`src/rtl/prdm_pkg.sv`:
```
package prdm_pkg;

  localparam int unsigned DW    = 16;
  localparam int unsigned CW    = 4;
  localparam int unsigned MIN_W = 4;
  localparam logic [DW-1:0] SEED = {{(DW-1){1'b0}}, 1'b1};

  function automatic int unsigned width_of(input logic [CW-1:0] code);
    int unsigned n;
    n = int'(code) + MIN_W;
    if (n > DW) n = DW;
    return n;
  endfunction

  function automatic logic [DW-1:0] low_mask(input logic [CW-1:0] code);
    logic [DW:0] t;
    t = ({{DW{1'b0}}, 1'b1} << width_of(code)) - {{DW{1'b0}}, 1'b1};
    return t[DW-1:0];
  endfunction

  // feedback tap positions (bit index = tap - 1) of a maximal polynomial per width
  function automatic logic [DW-1:0] tap_mask(input logic [CW-1:0] code);
    logic [DW-1:0] m;
    case (width_of(code))
      4:       m = 16'h000C;
      5:       m = 16'h0014;
      6:       m = 16'h0030;
      7:       m = 16'h0060;
      8:       m = 16'h00B8;
      9:       m = 16'h0110;
      10:      m = 16'h0240;
      11:      m = 16'h0500;
      12:      m = 16'h0829;
      13:      m = 16'h100D;
      14:      m = 16'h2015;
      15:      m = 16'h6000;
      default: m = 16'hD008;
    endcase
    return m;
  endfunction

endpackage

```
`src/rtl/prdm_rst_sync.sv`:
```
module prdm_rst_sync #(
  parameter int unsigned STAGES = 2
) (
  input  logic clk,
  input  logic rst_n,
  output logic rst_ns
);
  logic [STAGES-1:0] sync_q;

  always_ff @(posedge clk or negedge rst_n) begin
    if (!rst_n) sync_q <= '0;
    else        sync_q <= {sync_q[STAGES-2:0], 1'b1};
  end

  assign rst_ns = sync_q[STAGES-1];
endmodule

```
`src/rtl/prdm_lfsr.sv`:
```
module prdm_lfsr
  import prdm_pkg::*;
(
  input  logic          clk,
  input  logic          rst_n,
  input  logic          step,
  input  logic [CW-1:0] code,
  output logic [DW-1:0] state
);
  logic [DW-1:0] state_q, state_d;
  logic          fb;

  always_comb begin
    fb      = ^(state_q & tap_mask(code));
    state_d = state_q;
    if (step) state_d = {state_q[DW-2:0], fb} & low_mask(code);
  end

  always_ff @(posedge clk or negedge rst_n) begin
    if (!rst_n) state_q <= SEED;
    else        state_q <= state_d;
  end

  assign state = state_q;
endmodule

```
`src/rtl/prdm_setting.sv`:
```
module prdm_setting
  import prdm_pkg::*;
(
  input  logic          clk,
  input  logic          rst_n,
  input  logic          en,
  input  logic          at_seed,
  input  logic          wr_en,
  input  logic [DW-1:0] wr_density,
  input  logic [CW-1:0] wr_code,
  output logic [DW-1:0] eff_density,
  output logic [CW-1:0] eff_code,
  output logic [DW-1:0] act_density
);
  logic [DW-1:0] shd_den_q, shd_den_d, act_den_q, act_den_d;
  logic [CW-1:0] shd_code_q, shd_code_d, act_code_q, act_code_d;
  logic          load;

  always_comb begin
    load       = en & at_seed;
    shd_den_d  = wr_en ? wr_density : shd_den_q;
    shd_code_d = wr_en ? wr_code    : shd_code_q;
    act_den_d  = load  ? shd_den_q  : act_den_q;
    act_code_d = load  ? shd_code_q : act_code_q;
  end

  always_ff @(posedge clk or negedge rst_n) begin
    if (!rst_n) begin
      shd_den_q  <= '0;
      shd_code_q <= '0;
      act_den_q  <= '0;
      act_code_q <= '0;
    end else begin
      shd_den_q  <= shd_den_d;
      shd_code_q <= shd_code_d;
      act_den_q  <= act_den_d;
      act_code_q <= act_code_d;
    end
  end

  // the restart cycle is already governed by the incoming setting
  assign eff_density = act_den_d;
  assign eff_code    = act_code_d;
  assign act_density = act_den_q;
endmodule

```
`src/rtl/prdm_cmp.sv`:
```
module prdm_cmp
  import prdm_pkg::*;
(
  input  logic          clk,
  input  logic          rst_n,
  input  logic          en,
  input  logic [DW-1:0] state,
  input  logic [DW-1:0] density,
  input  logic [CW-1:0] code,
  output logic          hit
);
  logic hit_q, hit_d;
  logic [DW-1:0] mask;

  always_comb begin
    mask  = low_mask(code);
    hit_d = en & ((state & mask) <= (density & mask));
  end

  always_ff @(posedge clk or negedge rst_n) begin
    if (!rst_n) hit_q <= 1'b0;
    else        hit_q <= hit_d;
  end

  assign hit = hit_q;
endmodule

```
`src/rtl/prdm_top.sv`:
```
module prdm_top
  import prdm_pkg::*;
(
  input  logic          clk,
  input  logic          rst_n,
  input  logic          en,
  input  logic          wr_en,
  input  logic [DW-1:0] wr_density,
  input  logic [CW-1:0] wr_width,
  output logic          mod_out
);
  logic          rst_ns;
  logic [DW-1:0] lfsr_state, eff_density, act_density;
  logic [CW-1:0] eff_code;
  logic          at_seed;

  prdm_rst_sync #(.STAGES(2)) u_rst (
    .clk(clk), .rst_n(rst_n), .rst_ns(rst_ns)
  );

  assign at_seed = (lfsr_state == SEED);

  prdm_setting u_set (
    .clk(clk), .rst_n(rst_ns), .en(en), .at_seed(at_seed),
    .wr_en(wr_en), .wr_density(wr_density), .wr_code(wr_width),
    .eff_density(eff_density), .eff_code(eff_code), .act_density(act_density)
  );

  prdm_lfsr u_lfsr (
    .clk(clk), .rst_n(rst_ns), .step(en), .code(eff_code), .state(lfsr_state)
  );

  prdm_cmp u_cmp (
    .clk(clk), .rst_n(rst_ns), .en(en), .state(lfsr_state),
    .density(eff_density), .code(eff_code), .hit(mod_out)
  );
endmodule

```
`config.mk`:
```
export PLATFORM = sky130hd
export DESIGN_NAME = prdm_top
export DESIGN_NICKNAME = d
export VERILOG_FILES = /design/src/rtl/prdm_pkg.sv /design/src/rtl/prdm_rst_sync.sv /design/src/rtl/prdm_lfsr.sv /design/src/rtl/prdm_setting.sv /design/src/rtl/prdm_cmp.sv /design/src/rtl/prdm_top.sv
export SDC_FILE = /design/constraint.sdc
export NUM_CORES = 1
export LEC_CHECK = 0
export ABC_CLOCK_PERIOD_IN_PS = 2400
export CAP_MARGIN = 20
export CORE_MARGIN = 4
export CORE_UTILIZATION = 55
export CTS_BUF_LIST = sky130_fd_sc_hd__clkbuf_8
export DETAILED_ROUTE_END_ITERATION = 6
export GPL_TIMING_DRIVEN = 0
export PLACE_DENSITY = 0.73
export SLEW_MARGIN = 25
export SYNTH_ARGS = -nofsm -noshare
export SYNTH_HDL_FRONTEND = slang
export SYNTH_SLANG_ARGS = --single-unit
```
`constraint.sdc`:
```
create_clock -name clk -period 2.4 [get_ports clk]
set_clock_uncertainty 0.15 [all_clocks]
set_input_delay 0.36 -clock clk [delete_from_list [all_inputs] [get_ports clk]]
set_output_delay 0.36 -clock clk [all_outputs]
set_load 0.1 [all_outputs]
```
==> flow_metrics.tcl, run 1 <==
set metrics [dict create \
    status "finished with violations" \
    violations "negative setup slack" \
    grt_overflow_total 0 \
    hpwl_um 7890 \
    yosys_most_used_dff "dfrtp_1" \
    drt-pass1-iter-count 5 \
    die_h_um 92.7 \
    grt_pass1_vias 3839 \
    p_per_area_mw_per_mm2 1670 \
    synth_nets 497 \
    routed_wl_um 13900 \
    place_area_sq_mm 0.00457 \
    core-area_sq_mm 0.00687 \
    post-place-ws_ns -3.26 \
    antenna_cells 0 \
    layout_worst_path_cycle_share_pct 217 \
    drv_cap 0 \
    path_clk_slew_ns 0.08 \
    synth-simple-area-share_pct 24.4 \
    cp_slowest_cell "dfrtp_2" \
    max_slew_margin_pct 35.0 \
    via_count 4105 \
    critPathLaunchType "flip-flop" \
    antenna_found_initial 0 \
    yosys-top-cells-count "nand2_1, dfrtp_1, inv_1, ha_1, nor2_1" \
    final_core_util_pct 85.4 \
    slew_violations 0 \
    die_x_um 92.7 \
    ys_top_cells_by_area "dfrtp_1, nand2_1, ha_1, mux2_2, inv_1" \
    clock.fmax_mhz 192 \
    period_needed_ns 5.21 \
    setup_slack_ns -2.81 \
    synth.distinct_cells 74 \
    yosysWarnings 0 \
    ant_nets 0 \
    area_growth_pct 48.7 \
    leakage_uw 0.00254 \
    gp_congestion 0.925 \
    drc 0 \
    cp.required_ns 2.52 \
    dp_cells 565 \
    cts_hold_buffers 0 \
    synth_adder_area_share_pct 8.88 \
    cp_max_fo 5 \
    synth_edf_count 0 \
    clock_sinks 59 \
    port-buffer-count 23 \
    fin_nets 600 \
    async_flop_share_pct 100 \
    finalNonFillerCells 649 \
    yosysMostFrequentCell "nand2_1" \
    pin_count 25 \
    synth_mux_area_share_pct 6.34 \
    grt_max_degree 49 \
    synth_compound_area_share_pct 15.6 \
    path_buf_inv 5 \
    synth_top_family_by_area "simple AND/OR/NAND/NOR gates" \
    seqCellArea_sq_mm 0.00149 \
    initial_core_util_pct 57.4 \
    yosysTopAreaCell "dfrtp_1" \
    criticalPathCategory "flip-flop to flip-flop" \
    drt-vias-per-instance 6.33 \
    peakVddDrop_mv 1.31 \
    ys_seq_area_share_pct 37.5 \
    cts_tree "built" \
    reg2reg_depth 28 \
    clkLatencyLatePin_ns 0.36 \
    cts_root_buf "clkbuf_8" \
    routedWlPerCell_um 21.5 \
    syn-instance-count 445 \
    cts_buffer_depth 2 \
    timing.rr.end "u_cmp.hit" \
    num_rows 30 \
    hold_viol 0 \
    drive_above_1_share_pct 39.8 \
    multi_input_area_sq_mm 0.00288 \
    rrSetupSlack_ns -2.81 \
    reg2reg_from "u_lfsr.state[5]" \
    rsz0062_at_grt "true" \
    cts_buffers 9 \
    tightestPinTransition_ns 0.972 \
    yosysTopAreaCellShare_pct 36.8 \
    synth_xor_area_share_pct 2.35 \
    synth_area_sq_mm 0.00395 \
    end_kind "flip-flop" \
    fillerInstances 363 \
    first_iter_violations 461 \
    setup_violations 16 \
    ys_ff_latch 59 \
    hold_path_class "flip-flop to async pin" \
    cp.arrival_ns 5.34 \
    grt_pass1_wl_um 20400 \
    grtUsageTotal_pct 30.8 \
    slowest_delay_ns 0.44 \
    h-tree-depth 3 \
    synth_area_per_cell_sq_um 8.87 \
    path_delay_family "compound AO/OA/AOI/OAI gates" \
    stdcell_area_sq_mm 0.00587 \
    die_area_sq_mm 0.00859 \
]
[worst reg2reg max path: cells and delay by family, from the launching register on]
kind                     cells  cell delay (ns)
AO/OA/AOI/OAI                9             1.57
XOR/XNOR                     1             0.18
adder cells (fa/ha/maj)      3             0.72
buffers and inverters        5             0.74
flip-flops                   1             0.44
AND/OR/NAND/NOR             10             1.34
[sequential cells by signal, summed over array words and instances, names as in the netlist]
register	flops
u_cmp.hit	1
u_set.shd_code_q	4
u_set.act_code_q	4
u_set.act_density	16
u_lfsr.state	16
u_set.shd_den_q	16
u_rst.sync_q	2
[worst max-delay path by stage]
stage / from / to / slack [ns] / cells past startpoint
global placement: u_lfsr.state[0] / u_cmp.hit / -3.13 / 27
floorplan: u_lfsr.state[0] / u_cmp.hit / -2.33 / 27
CTS: u_lfsr.state[0] / u_cmp.hit / -2.69 / 28
detailed placement: u_lfsr.state[0] / u_cmp.hit / -3.26 / 29
finish: u_lfsr.state[5] / u_cmp.hit / -2.81 / 28
global route: u_lfsr.state[2] / u_cmp.hit / -2.92 / 29
[cell usage in the layout, fill, tap and decap left out, types with 9 or more instances in the layout]
master and n:
nand2_1 81, mux2_2 20, nand3_1 10, dfrtp_1 51
buf_6 12, ha_4 9, buf_4 57, o21ai_1 9
inv_1 23, ha_1 18, clkdlybuf4s50_1 23, and2_1 9
nor2_1 15, clkbuf_8 10, nand2b_1 10
[per-stage QoR]
stage | power, uW | setup TNS (ns) | hold WS [ns]
after CTS | 8460 | -19.60 | 0.0124
after global placement | 5730 | -35.82 | 0.193
final | 9800 | -23.16 | 0.0157
after detailed placement | 5810 | -26.65 | 0.0157
after floorplan | 4780 | -16.64 | -0.0856
after global routing | 10200 | -24.65 | 0.0161
[layer usage]
metal	part of all wire [%]	up-vias	GRT usage [%]
met5	0	-	0
met4	4.8	0	13.4
met3	9.1	74	4.63
met2	49	282	51.7
met1	37	1976	39.6
li1	-	1773	-
[what timing repair did]
action	4_1_cts	5_1_grt
resized for setup	86	46
pin swaps	34	34
setup endpoints to repair	17	16
hold endpoints to repair	0	0
buffers inserted	51	18
[final cells by class]
| class | instances | area share [%] |
|---|---|---|
| Clock inverter | 7 | 0.768 |
| Tap cell | 96 | 2.05 |
| Sequential cell | 59 | 25.4 |
| Clock buffer | 9 | 2.11 |
| Inverter | 30 | 2.41 |
| Buffer | 18 | 4.35 |
| Multi-Input combinational cell | 338 | 49.1 |
| Timing Repair Buffer | 92 | 13.9 |
[power by group]
part | internal [uW] | switching [uW] | leakage (uW)
sequential | 1250 | 185 | 0.000731
clock | 370 | 456 | 0.0000828
combinational | 3460 | 4080 | 0.00172
[kinds of logic after synthesis]
family,Yosys count
buffers and inverters,48
flip-flops,59
multiplexers,22
adder cells (fa/ha/maj),28
AND/OR/NAND/NOR,191
XOR/XNOR,9
AO/OA/AOI/OAI,87
other,1
(Power assumes the default switching activity.)
==> run 2: changes to the inputs <==
--- a/config.mk
+++ b/config.mk
@@ -13,6 +13,7 @@
 export DETAILED_ROUTE_END_ITERATION = 6
 export GPL_TIMING_DRIVEN = 0
 export PLACE_DENSITY = 0.73
+export SETUP_SLACK_MARGIN = 0.02
 export SLEW_MARGIN = 25
 export SYNTH_ARGS = -nofsm -noshare
 export SYNTH_HDL_FRONTEND = slang
==> results of run 2 <==
Final layout, timing and power as in run 1 (identical DEF).
==> run 3: changes to the inputs <==
--- a/config.mk
+++ b/config.mk
@@ -14,7 +14,7 @@
 export GPL_TIMING_DRIVEN = 0
 export PLACE_DENSITY = 0.73
 export SETUP_SLACK_MARGIN = 0.02
-export SLEW_MARGIN = 25
+export SLEW_MARGIN = 10
 export SYNTH_ARGS = -nofsm -noshare
 export SYNTH_HDL_FRONTEND = slang
 export SYNTH_SLANG_ARGS = --single-unit
==> flow_metrics.tcl, run 3 (synthesis results as in run 1) <==
set metrics [dict create \
    status "finished with violations" \
    violations "design-rule violations, negative setup slack" \
    cts_buffers 9 \
    ant_nets 0 \
    critPathLaunchType "flip-flop" \
    clkLatencyLatePin_ns 0.35 \
    antenna_found_initial 0 \
    layout_common_cells "nand2_1, buf_4, dfrtp_1" \
    die_h_um 92.7 \
    end_kind "flip-flop" \
    multi_input_area_sq_mm 0.00297 \
    cp.required_ns 2.52 \
    crit_start "u_lfsr.state[8]" \
    die_x_um 92.7 \
    rsz0062_at_grt "true" \
    setup_violations 16 \
    fin_nets 607 \
    drc 2 \
    slew_violations 0 \
    drt-pass1-iter-count 7 \
    h-tree-depth 3 \
    die_area_sq_mm 0.00859 \
    reg2reg_from "u_lfsr.state[8]" \
    switching_share_pct 48.4 \
    routed_wl_um 15500 \
    final_common_cell "nand2_1" \
    fin_total_pwr_uw 10300 \
    area_growth_pct 52.5 \
    clock_sinks 59 \
    reg2reg_depth 26 \
    stdcell_area_sq_mm 0.00602 \
    path_clk_slew_ns 0.08 \
    port-buffer-count 23 \
    drt-vias-per-instance 6.54 \
    grt_max_degree 39 \
    p_clk_share_pct 9.0 \
    core-area_sq_mm 0.00687 \
    layout_worst_path_cycle_share_pct 218 \
    tightestPinTransition_ns 0.962 \
    post-place-ws_ns -3.30 \
    antenna_cells 0 \
    grt_pass1_vias 4080 \
    drv_cap 0 \
    hold_viol 0 \
    cp_max_fo 5 \
    num_rows 30 \
    p_sw_uw 4990 \
    p_comb_share_pct 76.9 \
    period_needed_ns 5.24 \
    hold_path_class "primary input to async pin" \
    routedWlPerCell_um 23.7 \
    gp_congestion 0.925 \
    sequentialPowerShare_pct 14.1 \
    cts_buffer_depth 2 \
    max_slew_margin_pct 35.7 \
    setup_slack_ns -2.84 \
    clock.fmax_mhz 191 \
    internal-power_uw 5320 \
    seqCellArea_sq_mm 0.00149 \
    p_per_area_mw_per_mm2 1710 \
    first_iter_violations 545 \
    peakVddDrop_mv 1.30 \
    grtUsageTotal_pct 31.4 \
    cts_root_buf "clkbuf_8" \
    initial_core_util_pct 57.4 \
    cp_slowest_cell "dfrtp_2" \
    criticalPathCategory "flip-flop to flip-flop" \
    cts_tree "built" \
    drive_above_1_share_pct 41.6 \
    grt_pass1_wl_um 20700 \
    place_area_sq_mm 0.00456 \
    crit_top_cell "buf_4" \
    via_count 4288 \
    slowest_delay_ns 0.47 \
    cp.arrival_ns 5.36 \
    grt_overflow_total 0 \
    leakage_uw 0.00261 \
    pin_count 25 \
    fillerInstances 343 \
    hpwl_um 7940 \
]
## run 3: power by group through the flow
stage / clock network [uW] / registers (uW) / logic, uW
after floorplan: 0 / 1460 / 3310
final: 929 / 1450 / 7930
after global routing: 974 / 1470 / 8270
after detailed placement: 0 / 1460 / 4340
after global placement: 0 / 1460 / 4270
after CTS: 909 / 1430 / 6300
## run 3: worst paths after layout
check                                     end  slack (ns)
setup / recovery                    u_cmp.hit       -2.84
hold / removal                u_rst.sync_q[0]       0.007
setup reg to reg                    u_cmp.hit       -2.84
hold reg to reg            u_set.shd_den_q[2]        0.09
max in group asynchronous    u_lfsr.state[11]        1.41
min in group clk              u_rst.sync_q[1]        0.21
## run 3: metal layers
| layer | track usage [%] | wire, um | up-vias | part of all wire [%] |
|---|---|---|---|---|
| met4 | 14.7 | 1160 | 0 | 7.5 |
| met2 | 51.5 | 7430 | 317 | 48 |
| li1 | - | - | 1785 | - |
| met5 | 0 | 0 | - | 0 |
| met3 | 7.47 | 1580 | 130 | 10 |
| met1 | 39.3 | 5360 | 2056 | 35 |
## run 3: stage by stage
stage	instances	setup TNS, ns	hold slack, ns	util (%)
floorplan	445	-16.64	-0.0856	-
global placement	564	-35.82	0.193	66.0
detailed placement	565	-27.50	0.0942	66.3
CTS	641	-19.34	0.0132	82.2
global route	656	-24.40	0.00465	87.6
finish	656	-22.43	0.00660	87.6
## run 3: critical path, delay by kind of cell, from the launching register on
| kind | cells | cell delay, ns |
|---|---|---|
| flops | 1 | 0.47 |
| fa+ha+maj | 2 | 0.41 |
| simple gates | 9 | 1.31 |
| buf+inv | 4 | 0.68 |
| compound gates | 11 | 2.13 |
## run 3: area by class of cell
cell class,count,share of cell area [%]
clock buffer,9,2.06
sequential,59,24.7
clock inverter,7,1.19
multi-input combinational,338,49.4
timing repair buffer,101,14.9
inverter,30,2.12
buffer,16,3.62
tap,96,2.00
## run 3: repair_timing
action | CTS | global route
gates resized for setup | 86 | 55
pin swaps | 31 | 39
setup endpoints to repair | 17 | 16
hold buffers | 0 | 0
buffers inserted | 60 | 17
hold endpoints to repair | 0 | 0
